===== src/rtl/stream_addr_seq_pkg.sv =====
package stream_addr_seq_pkg;

    typedef enum logic [1:0] {
        MODE_SINGLE = 2'b00,
        MODE_LINEAR = 2'b01,
        MODE_PAGE   = 2'b10,
        MODE_RSVD   = 2'b11
    } acc_mode_e;

endpackage


===== src/rtl/seq_burst_policy.sv =====
module seq_burst_policy
    import stream_addr_seq_pkg::*;
(
    input  logic [1:0] mode_i,
    output logic       multi_o,
    output logic       page_wrap_o
);
    acc_mode_e mode;

    always_comb begin
        mode        = acc_mode_e'(mode_i);
        multi_o     = 1'b0;
        page_wrap_o = 1'b0;
        unique case (mode)
            MODE_LINEAR: multi_o = 1'b1;
            MODE_PAGE: begin
                multi_o     = 1'b1;
                page_wrap_o = 1'b1;
            end
            default: multi_o = 1'b0;   // single and reserved
        endcase
    end
endmodule


===== src/rtl/seq_addr_step.sv =====
module seq_addr_step #(
    parameter int ADDR_W = 16,
    parameter int PAGE_W = 5
) (
    input  logic [ADDR_W-1:0] cur_i,
    input  logic              page_wrap_i,
    output logic [ADDR_W-1:0] nxt_o
);
    logic [ADDR_W-1:0] lin_nxt;
    logic [ADDR_W-1:0] page_nxt;

    assign lin_nxt = cur_i + ADDR_W'(1);

    generate
        if (PAGE_W >= ADDR_W) begin : g_no_page
            assign page_nxt = lin_nxt;
        end else begin : g_page
            logic [PAGE_W-1:0] offs_nxt;
            assign offs_nxt = cur_i[PAGE_W-1:0] + PAGE_W'(1);
            assign page_nxt = {cur_i[ADDR_W-1:PAGE_W], offs_nxt};
        end
    endgenerate

    assign nxt_o = page_wrap_i ? page_nxt : lin_nxt;
endmodule


===== src/rtl/stream_addr_seq.sv =====
module stream_addr_seq
    import stream_addr_seq_pkg::*;
#(
    parameter int ADDR_W = 16,
    parameter int PAGE_W = 5
) (
    input  logic              clk,
    input  logic              rst_n,
    input  logic              load_i,
    input  logic [ADDR_W-1:0] start_addr_i,
    input  logic              byte_done_i,
    input  logic [1:0]        mode_i,
    output logic [ADDR_W-1:0] addr_o,
    output logic              valid_o
);
    localparam int PG_HI = (PAGE_W < ADDR_W) ? PAGE_W : ADDR_W - 1;

    typedef struct packed {
        logic [ADDR_W-1:0] addr;
        logic              valid;
    } seq_state_t;

    seq_state_t st_d, st_q;
    logic              multi;
    logic              page_wrap;
    logic [ADDR_W-1:0] step_addr;

    seq_burst_policy u_policy (
        .mode_i      (mode_i),
        .multi_o     (multi),
        .page_wrap_o (page_wrap)
    );

    seq_addr_step #(.ADDR_W(ADDR_W), .PAGE_W(PAGE_W)) u_step (
        .cur_i       (st_q.addr),
        .page_wrap_i (page_wrap),
        .nxt_o       (step_addr)
    );

    always_comb begin
        st_d = st_q;
        if (load_i) begin
            st_d.addr  = start_addr_i;
            st_d.valid = 1'b1;
        end else if (byte_done_i && st_q.valid) begin
            if (multi) begin
                st_d.addr = step_addr;
            end else begin
                st_d.valid = 1'b0;
            end
        end
    end

    always_ff @(posedge clk) begin
        if (!rst_n) begin
            st_q <= '0;
        end else begin
            st_q <= st_d;
        end
    end

    assign addr_o  = st_q.addr;
    assign valid_o = st_q.valid;

    AST_LOAD_WINS: assert property (@(posedge clk) disable iff (!rst_n)
        load_i |=> (addr_o == $past(start_addr_i)) && valid_o) else $error("AST_LOAD_WINS");
    AST_LINEAR_STEP: assert property (@(posedge clk) disable iff (!rst_n)
        (!load_i && byte_done_i && valid_o && mode_i == 2'b01)
        |=> (addr_o == $past(addr_o) + ADDR_W'(1)) && valid_o) else $error("AST_LINEAR_STEP");
    AST_PAGE_KEPT: assert property (@(posedge clk) disable iff (!rst_n)
        (!load_i && byte_done_i && valid_o && mode_i == 2'b10)
        |=> (addr_o[ADDR_W-1:PG_HI] == $past(addr_o[ADDR_W-1:PG_HI])) && valid_o) else $error("AST_PAGE_KEPT");
    AST_SINGLE_CLOSE: assert property (@(posedge clk) disable iff (!rst_n)
        (!load_i && byte_done_i && valid_o && !mode_i[1] && !mode_i[0])
        |=> !valid_o && $stable(addr_o)) else $error("AST_SINGLE_CLOSE");
    AST_CLOSED_FROZEN: assert property (@(posedge clk) disable iff (!rst_n)
        (!load_i && !valid_o) |=> !valid_o && $stable(addr_o)) else $error("AST_CLOSED_FROZEN");
    AST_RSVD_CLOSE: assert property (@(posedge clk) disable iff (!rst_n)
        (!load_i && byte_done_i && valid_o && mode_i == 2'b11)
        |=> !valid_o && $stable(addr_o)) else $error("AST_RSVD_CLOSE");
    AST_IDLE_HOLD: assert property (@(posedge clk) disable iff (!rst_n)
        (!load_i && !byte_done_i) |=> $stable(addr_o) && $stable(valid_o)) else $error("AST_IDLE_HOLD");
endmodule


===== config.mk =====
export PLATFORM = sky130hd
export DESIGN_NAME = stream_addr_seq
export DESIGN_NICKNAME = d
export VERILOG_FILES = /design/src/rtl/stream_addr_seq_pkg.sv /design/src/rtl/seq_burst_policy.sv /design/src/rtl/seq_addr_step.sv /design/src/rtl/stream_addr_seq.sv
export SDC_FILE = /design/constraint.sdc
export NUM_CORES = 1
export LEC_CHECK = 0
export ABC_AREA = 1
export BUFFER_PORTS_ARGS = -buffer_cell sky130_fd_sc_hd__clkbuf_2
export CAP_MARGIN = 20
export CORE_ASPECT_RATIO = 1.75
export CORE_MARGIN = 1
export CORE_UTILIZATION = 50
export DETAILED_ROUTE_END_ITERATION = 10
export HOLD_SLACK_MARGIN = 0.03
export PLACE_DENSITY_LB_ADDON = 0.12
export RECOVER_POWER = 25
export SETUP_SLACK_MARGIN = 0.15
export SLEW_MARGIN = 20
export SYNTH_ARGS = -nofsm -noshare
export SYNTH_HDL_FRONTEND = slang
export SYNTH_SLANG_ARGS = --single-unit
export TNS_END_PERCENT = 10

===== constraint.sdc =====
create_clock -name clk -period 1.6 [get_ports clk]
set_input_delay 0.24 -clock clk [delete_from_list [all_inputs] [get_ports clk]]
set_output_delay 0.24 -clock clk [all_outputs]
set_load 0.01 [all_outputs]

# After elaboration in Yosys (flattened, before gate mapping)
# Cells that the tools add are included.
[totals]
register_bits = 17
out_inout_bits = 17
[classes]
add_sub_neg = 2
n_eq_ne = 4
mux = 7
reduce_logical = 7
[op_table]
columns = ["op", "count"]
rows = [
  ["$mux 17", 2],
  ["$mux 16", 2],
  ["$add 16x1->16 const B", 1],
  ["$add 5x1->5 const B", 1],
  ["$ne 2x2->1 const B", 2],
  ["$reduce_and 2->1", 2],
  ["$reduce_bool 2->1", 2],
  ["$mux 1", 3],
  ["$reduce_and 3->1", 1],
  ["$eq 2x1->1 const B", 1],
  ["$eq 2x2->1 const B", 1],
  ["$reduce_or 2->1", 1],
  ["$logic_and 1x1->1", 1],
]

# Depth between registers and ports, before layout
# Gate-level depths: netlist (run 1).
[logic_depth]
word_depth = 6
ltp_mapped = 8

# Cells and area by module
# Synthesis (run 1) repeated with hierarchy kept, for this count alone.
[hier_totals]
cells_unflattened = 250
hier_area_um2 = 1473.9
[by_module_without_submodules]
columns = ["module", "n_inst", "cells_per_inst", "area_per_inst_um2"]
rows = [
  ["stream_addr_seq", 1, 164, 1024.7],
  ["seq_addr_step", 1, 83, 429.2],
  ["seq_burst_policy", 1, 3, 20.0],
]

# Worst setup path after synthesis (run 1)
# Ideal clock, no wire load.
[synth_path]
kind = "input to register"
from = "in mode_i[0]"
to = "reg st_q, in the netlist addr_o[8]"
setup_ps = 132
t_arrival_ps = 1210
required_time_ps = 1468
slack_ps = 257
path_stages = 8
path_buffers = 0
cell_sequence = "inv_1 ha_1 inv_1 nand3_4 o21ai_2 inv_1 a21boi_0 a21oi_1"
[synth_between]
elab_chain_cells = 5
[synth_lines]
columns = ["item", "line", "rtl"]
rows = [
  ["start, declared", "stream_addr_seq.sv:12", "input logic [1:0] mode_i,"],
  ["$eq 2x1->1 or $eq 2x2->1 (tied branches)", "seq_burst_policy.sv:14", "unique case (mode)"],
  ["$reduce_or 2->1 (no source line)", "-", ""],
  ["$mux 1", "seq_burst_policy.sv:14", ""],
  ["$reduce_bool 2->1 (no source line)", "-", ""],
  ["$reduce_and 3->1 (no source line) (*)", "-", ""],
  ["end signal, assigned", "stream_addr_seq.sv:58", "st_q <= st_d;"],
  ["end, declared", "stream_addr_seq.sv:23", "seq_state_t st_d, st_q;"],
]
# Mark *: on every way between the ends. The rest lies on a longest branch, timed or not.
# A chain may end at the register's enable or synchronous reset.

# Worst setup path after layout (run 1)
[layout_path]
from = "reg st_q, in the netlist addr_o[1]"
to = "reg st_q, in the netlist addr_o[6]"
[layout_between]
elab_chain_cells = 5
[layout_lines]
columns = ["item", "line", "rtl"]
rows = [
  ["$add 16x1->16", "seq_addr_step.sv:12", "assign lin_nxt = cur_i + ADDR_W'(1);"],
  ["$mux 16", "seq_addr_step.sv:24", "assign nxt_o = page_wrap_i ? page_nxt : lin_nxt;"],
  ["$mux 16", "stream_addr_seq.sv:46", "if (multi) begin"],
  ["$mux 17", "stream_addr_seq.sv:45", "end else if (byte_done_i && st_q.valid) begin"],
  ["$mux 17", "stream_addr_seq.sv:42", "if (load_i) begin"],
]
# No other way between the ends. The select of a mux whose other input is x is not followed.

==> results of run 1 <==
==> flip-flops by register name, indices dropped and copies added (netlist names) <==
signal   flops
addr_o      16
valid_o      1
==> cell usage in the layout, fill, tap and decap left out, types with 2 or more instances in the layout <==
master / count
xor2_1: 2
nand4_1: 11
o21a_1: 6
nand2_2: 6
a21boi_0: 4
nor2_4: 3
dfxtp_1: 16
clkbuf_8: 3
buf_4: 4
a21oi_1: 14
clkbuf_2: 33
a31oi_1: 2
inv_1: 17
nor2_1: 12
nand3_1: 12
nor2_2: 3
o21ai_0: 2
o21bai_2: 2
nand2_1: 38
clkbuf_1: 5
==> path summary, 6_finish.rpt <==
path,from,endpoint,slack (ns),depth (start not counted)
worst max-delay path,addr_o[1],addr_o[6],0.19,7
worst min-delay path,rst_n,addr_o[5],0.23,3
worst max register to register,addr_o[1],addr_o[6],0.19,7
worst min register to register,valid_o,valid_o,0.51,2
==> logic make-up (layout without fill, tap and decap cells) <==
kind of cell | after synthesis | count (layout) | synth area share, %
and+or+nand+nor | 90 | 90 | 38.6
buffers and inverters | 22 | 64 | 8.00
DFF | 17 | 17 | 28.6
adders and majority gates | 2 | 2 | 2.10
AOI/OAI and AO/OA | 38 | 38 | 21.2
xor gates and xnor gates | 2 | 2 | 1.47
==> what timing repair did <==
| item | in CTS | in global routing |
|---|---|---|
| endpoints found under the hold margin | 0 | 0 |
| buffers inserted | 0 | 1 |
| hold buffers | 0 | 0 |
| endpoints found under the setup margin | 0 | 5 |
| gates resized for setup | 0 | 4 |
==> metrics by stage <==
stage | instance area (sq um) | power (W) | utilization [%] | worst slack (ns)
2_1_floorplan | 1190 | 0.000616 | - | 0.257
3_3_place_gp | 1410 | 0.000693 | 61.9 | 0.0858
3_5_place_dp | 1410 | 0.000701 | 61.9 | 0.0348
4_1_cts | 1450 | 0.00103 | 64.0 | 0.173
5_1_grt | 1460 | 0.00107 | 64.4 | 0.0813
6_report | 1460 | 0.00103 | 64.4 | 0.190
==> power by group <==
part           switching, W  total (W)  leakage, nW  internal (W)
sequential        0.0000382   0.000489        0.141      0.000451
combinational      0.000114   0.000202        0.456     0.0000880
clock              0.000167   0.000340       0.0255      0.000174
total              0.000319    0.00103        0.622      0.000712
==> metal layers <==
metal	global-route usage [%]	vias to the layer above	part of all wire, %
met4	12.9	0	3.0
met3	2.67	14	3.6
met5	0	-	0
met1	29.0	607	38
li1	-	669	-
met2	55.2	47	55
==> cell type report <==
type | count | area share [%]
Multi-Input combinational cell | 132 | 52.0
Sequential cell | 17 | 23.3
Timing Repair Buffer | 42 | 14.6
Inverter | 18 | 4.79
Clock buffer | 3 | 2.82
Tap cell | 25 | 2.14
Clock inverter | 1 | 0.342
==> worst register-to-register path, delay by kind of cell, from the launching register on <==
family                   cells  cell delay (ns)
AO/OA/AOI/OAI                1             0.06
adder cells (fa/ha/maj)      1             0.23
AND/OR/NAND/NOR              4             0.45
flip-flops                   1             0.41
buffers and inverters        1             0.13
==> impl_results.md, run 1 <==
* Status: finished, final reports clean
* Via density per instance at 5.62
* Synth Instances at 171
* WP data required at 1.73 ns
* Drt wl/cell at 14.0 um
* Die height at 66.5 um
* # IOs at 39
* Synth Net Count at 195
* Fin nets at 238
* Post-synth top area cell: dfxtp_1
* Pin count of the biggest net entering global routing at 15
* Slowest stage cell, crit path: dfxtp_1
* Synth Warn # at 0
* # setup viols final at 0
* CP Launch Type: flop
* Initial antenna violation count at 0
* CORE AREA at 0.00227 sq mm
* WP buf/inv at 1
* Ys async rst share at 0%
* Tot GR Track Use at 29.0%
* Fin crit share at 88.2%
* Slew HR at 66.9%
* Most common cell in the netlist: nand2_1
* RSZ-0062 raised after global routing: no
* Max FO, Critical Path at 5
* Crit path max-delay family: simple AND/OR/NAND/NOR gates
* Root Buffer Master: clkbuf_8
* Least-Margin Pin Slew at 0.496 ns
* Final Hold Vio Count at 0
* CTS HTree Levels at 1
* HPWL after DPL at 2.55 mm
* Cell row count at 23
* Area occupied by multi-input gates at 761 sq um
* First drt pass iteration count at 4
* Final GP Congestion at 0.846
* Share of cells above drive strength 1 at 30.0%
* Fin cells at 238
* FF+latch area at 342 sq um
* Worst-path cell chain: ha_2 -> nand3_2 -> nor2_2 -> buf_4 -> nand2_1 -> nand4_1 -> a21oi_1
* Antenna Violating Nets Remaining at 0
* First-pass GRT wire length at 5.29 mm
* Setup Skew at 0.00322 ns
* FILL cells at 231
* CP peak stage delay at 0.41 ns
* Placed cells at 233
* Inserted Clock Buffers at 3
* Critical Path End Type: flop
* Synthesized flop and latch total at 17
* Commonest cells in the synthesized netlist: nand2_1, dfxtp_1, inv_1
* Max Cap Viol at 0
* Worst min path class: input pin to flop
* N_diodes at 0
* Pwr per Cell Area at 705 mW/mm^2
* Clock sinks at 17
* Netlist cell types at 33
* Vias at 1337
* Fmax at 709 MHz
* GRT overflow at 0
* Starting Density at 52.3%
* CTS clk-pin slew, worst paths at 0.07 ns
* Number of remaining DRC errors at 0
* Syn-to-layout area delta at 23.2%
* Port buffer count at 38
* Syn_area_per_cell at 6.95 sq um
* Sequential element share of the synthesized area at 28.6%
* Max clock buf depth at 2
* Leakage power at 0.622 nW
* Post-synthesis cell area at 0.00119 sq mm
* Period minus WS final at 1.41 ns
* Clock insertion delay at the later pin of the skew report at 0.26 ns
* Die area at 0.00258 sq mm
* Worst Setup Path Type: flop to flop
* Final hold slack at 0.225 ns
* Total routed wirelength at 3.34 mm
* Crit path arrival time at 1.54 ns
* Post-route setup TNS at 0 ns
* Top cells by area, synth: dfxtp_1, nand2_1, a21oi_1
* CTS tree: done
* Final Max Slew Viols at 0
* Number of synthesized flops with an enable pin at 0
* Die Width at 38.9 um
* Number of global-route vias before repair at 1255
* Area fraction of the dominant cell type after synthesis at 28.6%
* Top_reg_cell synth: dfxtp_1
* Max VDD drop at 0.000551 V
* Iteration-0 DRC Markers at 21
No activity file was read; power rests on OpenSTA's default activity.
==> run 2, diff against run 1 <==
--- a/config.mk
+++ b/config.mk
@@ -5,12 +5,10 @@
 export SDC_FILE = /design/constraint.sdc
 export NUM_CORES = 1
 export LEC_CHECK = 0
-export ABC_AREA = 1
 export BUFFER_PORTS_ARGS = -buffer_cell sky130_fd_sc_hd__clkbuf_2
 export CAP_MARGIN = 20
-export CORE_ASPECT_RATIO = 1.75
 export CORE_MARGIN = 1
-export CORE_UTILIZATION = 50
+export CORE_UTILIZATION = 48
 export DETAILED_ROUTE_END_ITERATION = 10
 export HOLD_SLACK_MARGIN = 0.03
 export PLACE_DENSITY_LB_ADDON = 0.12
==> impl_results.md, run 2 <==
* Status: finished, final reports clean
* Most common cell in the netlist: dfxtp_1
* FF+latch area at 350 sq um
* GRT overflow at 0
* Most common cell after layout, fill and taps aside: clkbuf_2
* Die height at 48.4 um
* Total routed wirelength at 2.87 mm
* Commonest cells in the synthesized netlist: dfxtp_1, o21ai_0, a21oi_1
* Drt wl/cell at 14.0 um
* Number of synthesized flops with an enable pin at 0
* N_diodes at 0
* Leakage power at 0.661 nW
* Post-synth top area cell: dfxtp_1
* Grt peak-use layer: met2
* Ys async rst share at 0%
* Fin nets at 203
* Tot GR Track Use at 24.3%
* Fmax at 673 MHz
* Synthesized flop and latch total at 17
* Setup Skew at 0.0120 ns
* Synth Instances at 123
* Pwr per Cell Area at 658 mW/mm^2
* Clk pwr share at 25.7%
* Inserted Clock Buffers at 3
* Sequential element share of the synthesized area at 32.9%
* Final Max Slew Viols at 0
* Top cells by area, synth: dfxtp_1, xnor2_1, o21ai_0
* Die area at 0.00234 sq mm
* RSZ-0062 raised after global routing: yes
* Netlist cell types at 34
* Worst Setup Path Type: flop to flop
* Share of cells above drive strength 1 at 47.8%
* Antenna Violating Nets Remaining at 0
* Most frequent cells in the layout: clkbuf_2, buf_4, o21ai_0
* First-pass GRT wire length at 4.53 mm
* Hold path cells at 2
* Sw frac at 31.4%
* Largest register FFs at 16
* M2 GR Usage at 39.9%
* CP peak stage delay at 0.54 ns
* Fin cells at 205
* GRT met1 Usage at 31.8%
* Placed cells at 196
* Iteration-0 DRC Markers at 24
* Crit path arrival time at 1.68 ns
* Least-Margin Pin Slew at 0.335 ns
* Die Width at 48.4 um
* Top_reg_cell synth: dfxtp_1
* Clock insertion delay at the later pin of the skew report at 0.31 ns
* Number of global-route vias before repair at 1036
* P_int at 0.000673 W
* # IOs at 39
* CTS clk-pin slew, worst paths at 0.10 ns
* Starting Density at 51.6%
* P_sw at 0.000308 W
* Max clock buf depth at 2
* Worst Slack Setup Final at 0.113 ns
* Area occupied by multi-input gates at 721 sq um
* Critical Path End Type: flop
* FILL cells at 175
* Synth Warn # at 0
* Synth Net Count at 147
* Syn-to-layout area delta at 44.2%
* Number of remaining DRC errors at 0
* Met3 Usage GRT at 4.40%
* CTS tree: done
* Via density per instance at 5.45
* Worst slack, placed at -0.0655 ns
* Worst min path class: input pin to flop
* Port buffer count at 38
* WP data required at 1.79 ns
* Flop pwr share at 50.2%
* Post-synthesis cell area at 0.00103 sq mm
* CORE AREA at 0.00200 sq mm
* Cell row count at 16
* Final Hold Vio Count at 0
* Slew HR at 77.6%
* Max FO, Critical Path at 3
* First drt pass iteration count at 4
* Period minus WS final at 1.49 ns
* HPWL after DPL at 1.99 mm
* # setup viols final at 0
* Vias at 1117
* Max VDD drop at 0.000469 V
* Clock sinks at 17
* Area fraction of the dominant cell type after synthesis at 32.9%
* Slowest stage cell, crit path: or4_4
* Initial antenna violation count at 0
* Worst R2R Path Depth at 5
* Max Cap Viol at 0
* CTS HTree Levels at 1
* Finished Core Util at 74.4%
* Syn_area_per_cell at 8.40 sq um
* Pin count of the biggest net entering global routing at 13
* Worst-path cell chain: nand3b_1 -> buf_6 -> or4_4 -> nor3b_2 -> a211oi_1
* Logic pwr share at 24.1%
* Fin crit share at 92.9%
* CP Launch Type: flop
* Root Buffer Master: clkbuf_4
* Final GP Congestion at 0.815
[run 2: cell types whose count changed in the layout (fill, tap and decap cells not counted), moves of 7 or more]
cell | previous run | this run
nand4_1 | 11 | 4
nand2_1 | 38 | 9
o21ai_0 | 2 | 12
xnor2_1 | 0 | 8
nor2_1 | 12 | 2
nand3_1 | 12 | 4
buf_4 | 4 | 19
inv_1 | 17 | 4
[run 2: critical path, delay by kind of cell (launching register included)]
family	cells	cell delay, ns
flip-flops	1	0.37
buffers and inverters	1	0.13
AO/OA/AOI/OAI	1	0.06
AND/OR/NAND/NOR	3	0.84
[run 2: per-layer routing]
metal | share of wire, % | vias to the layer above
met5 | 0 | -
met4 | 1.7 | 0
met3 | 4.6 | 4
met2 | 49 | 33
met1 | 45 | 519
li1 | - | 561
[run 2: final cells by class]
| class | count | share of cell area, % |
|---|---|---|
| Multi-Input combinational cell | 94 | 48.4 |
| Sequential cell | 17 | 23.5 |
| Timing Repair Buffer | 58 | 22.8 |
| Tap cell | 27 | 2.27 |
| Clock buffer | 4 | 1.76 |
| Inverter | 5 | 1.26 |
[run 2: cells by family after synthesis]
family / synth area share [%]
flops: 32.9
simple gates: 32.1
xor+xnor: 9.32
compound gates: 15.3
fa+ha+maj: 2.42
buf+inv: 5.08
mux: 2.91
[run 2: worst paths after layout]
| path | start | endpoint | slack [ns] |
|---|---|---|---|
| worst max-delay path | valid_o | addr_o[11] | 0.11 |
| worst min-delay path | start_addr_i[0] | addr_o[0] | 0.16 |
| worst max register to register | valid_o | addr_o[11] | 0.11 |
| worst min register to register | addr_o[14] | addr_o[15] | 0.56 |
[run 2: power groups by stage]
stage | Clock [W] | Combinational [W] | Sequential [W]
2_1_floorplan | 0 | 0.0000919 | 0.000520
3_3_place_gp | 0 | 0.000210 | 0.000498
3_5_place_dp | 0 | 0.000217 | 0.000500
4_1_cts | 0.000252 | 0.000221 | 0.000491
5_1_grt | 0.000270 | 0.000259 | 0.000498
6_report | 0.000252 | 0.000237 | 0.000492
[run 2: per-stage QoR]
stage | hold slack (ns) | instance area (sq um) | power [W] | TNS (ns)
2_1_floorplan | 0.378 | 1060 | 0.000612 | 0
4_1_cts | 0.154 | 1400 | 0.000964 | 0
3_3_place_gp | 0.463 | 1360 | 0.000708 | -0.0365
6_report | 0.157 | 1490 | 0.000981 | 0
5_1_grt | 0.142 | 1490 | 0.00103 | 0
3_5_place_dp | 0.468 | 1360 | 0.000717 | -0.194
[run 2: what timing repair did]
| action | 4_1_cts | 5_1_grt |
|---|---|---|
| pin swaps | 0 | 6 |
| setup buffers | 0 | 5 |
| cloned | 0 | 0 |
| hold buffers | 0 | 0 |
| endpoints found under the setup margin | 6 | 12 |
| hold endpoints to repair | 0 | 0 |
| resized for setup | 1 | 20 |
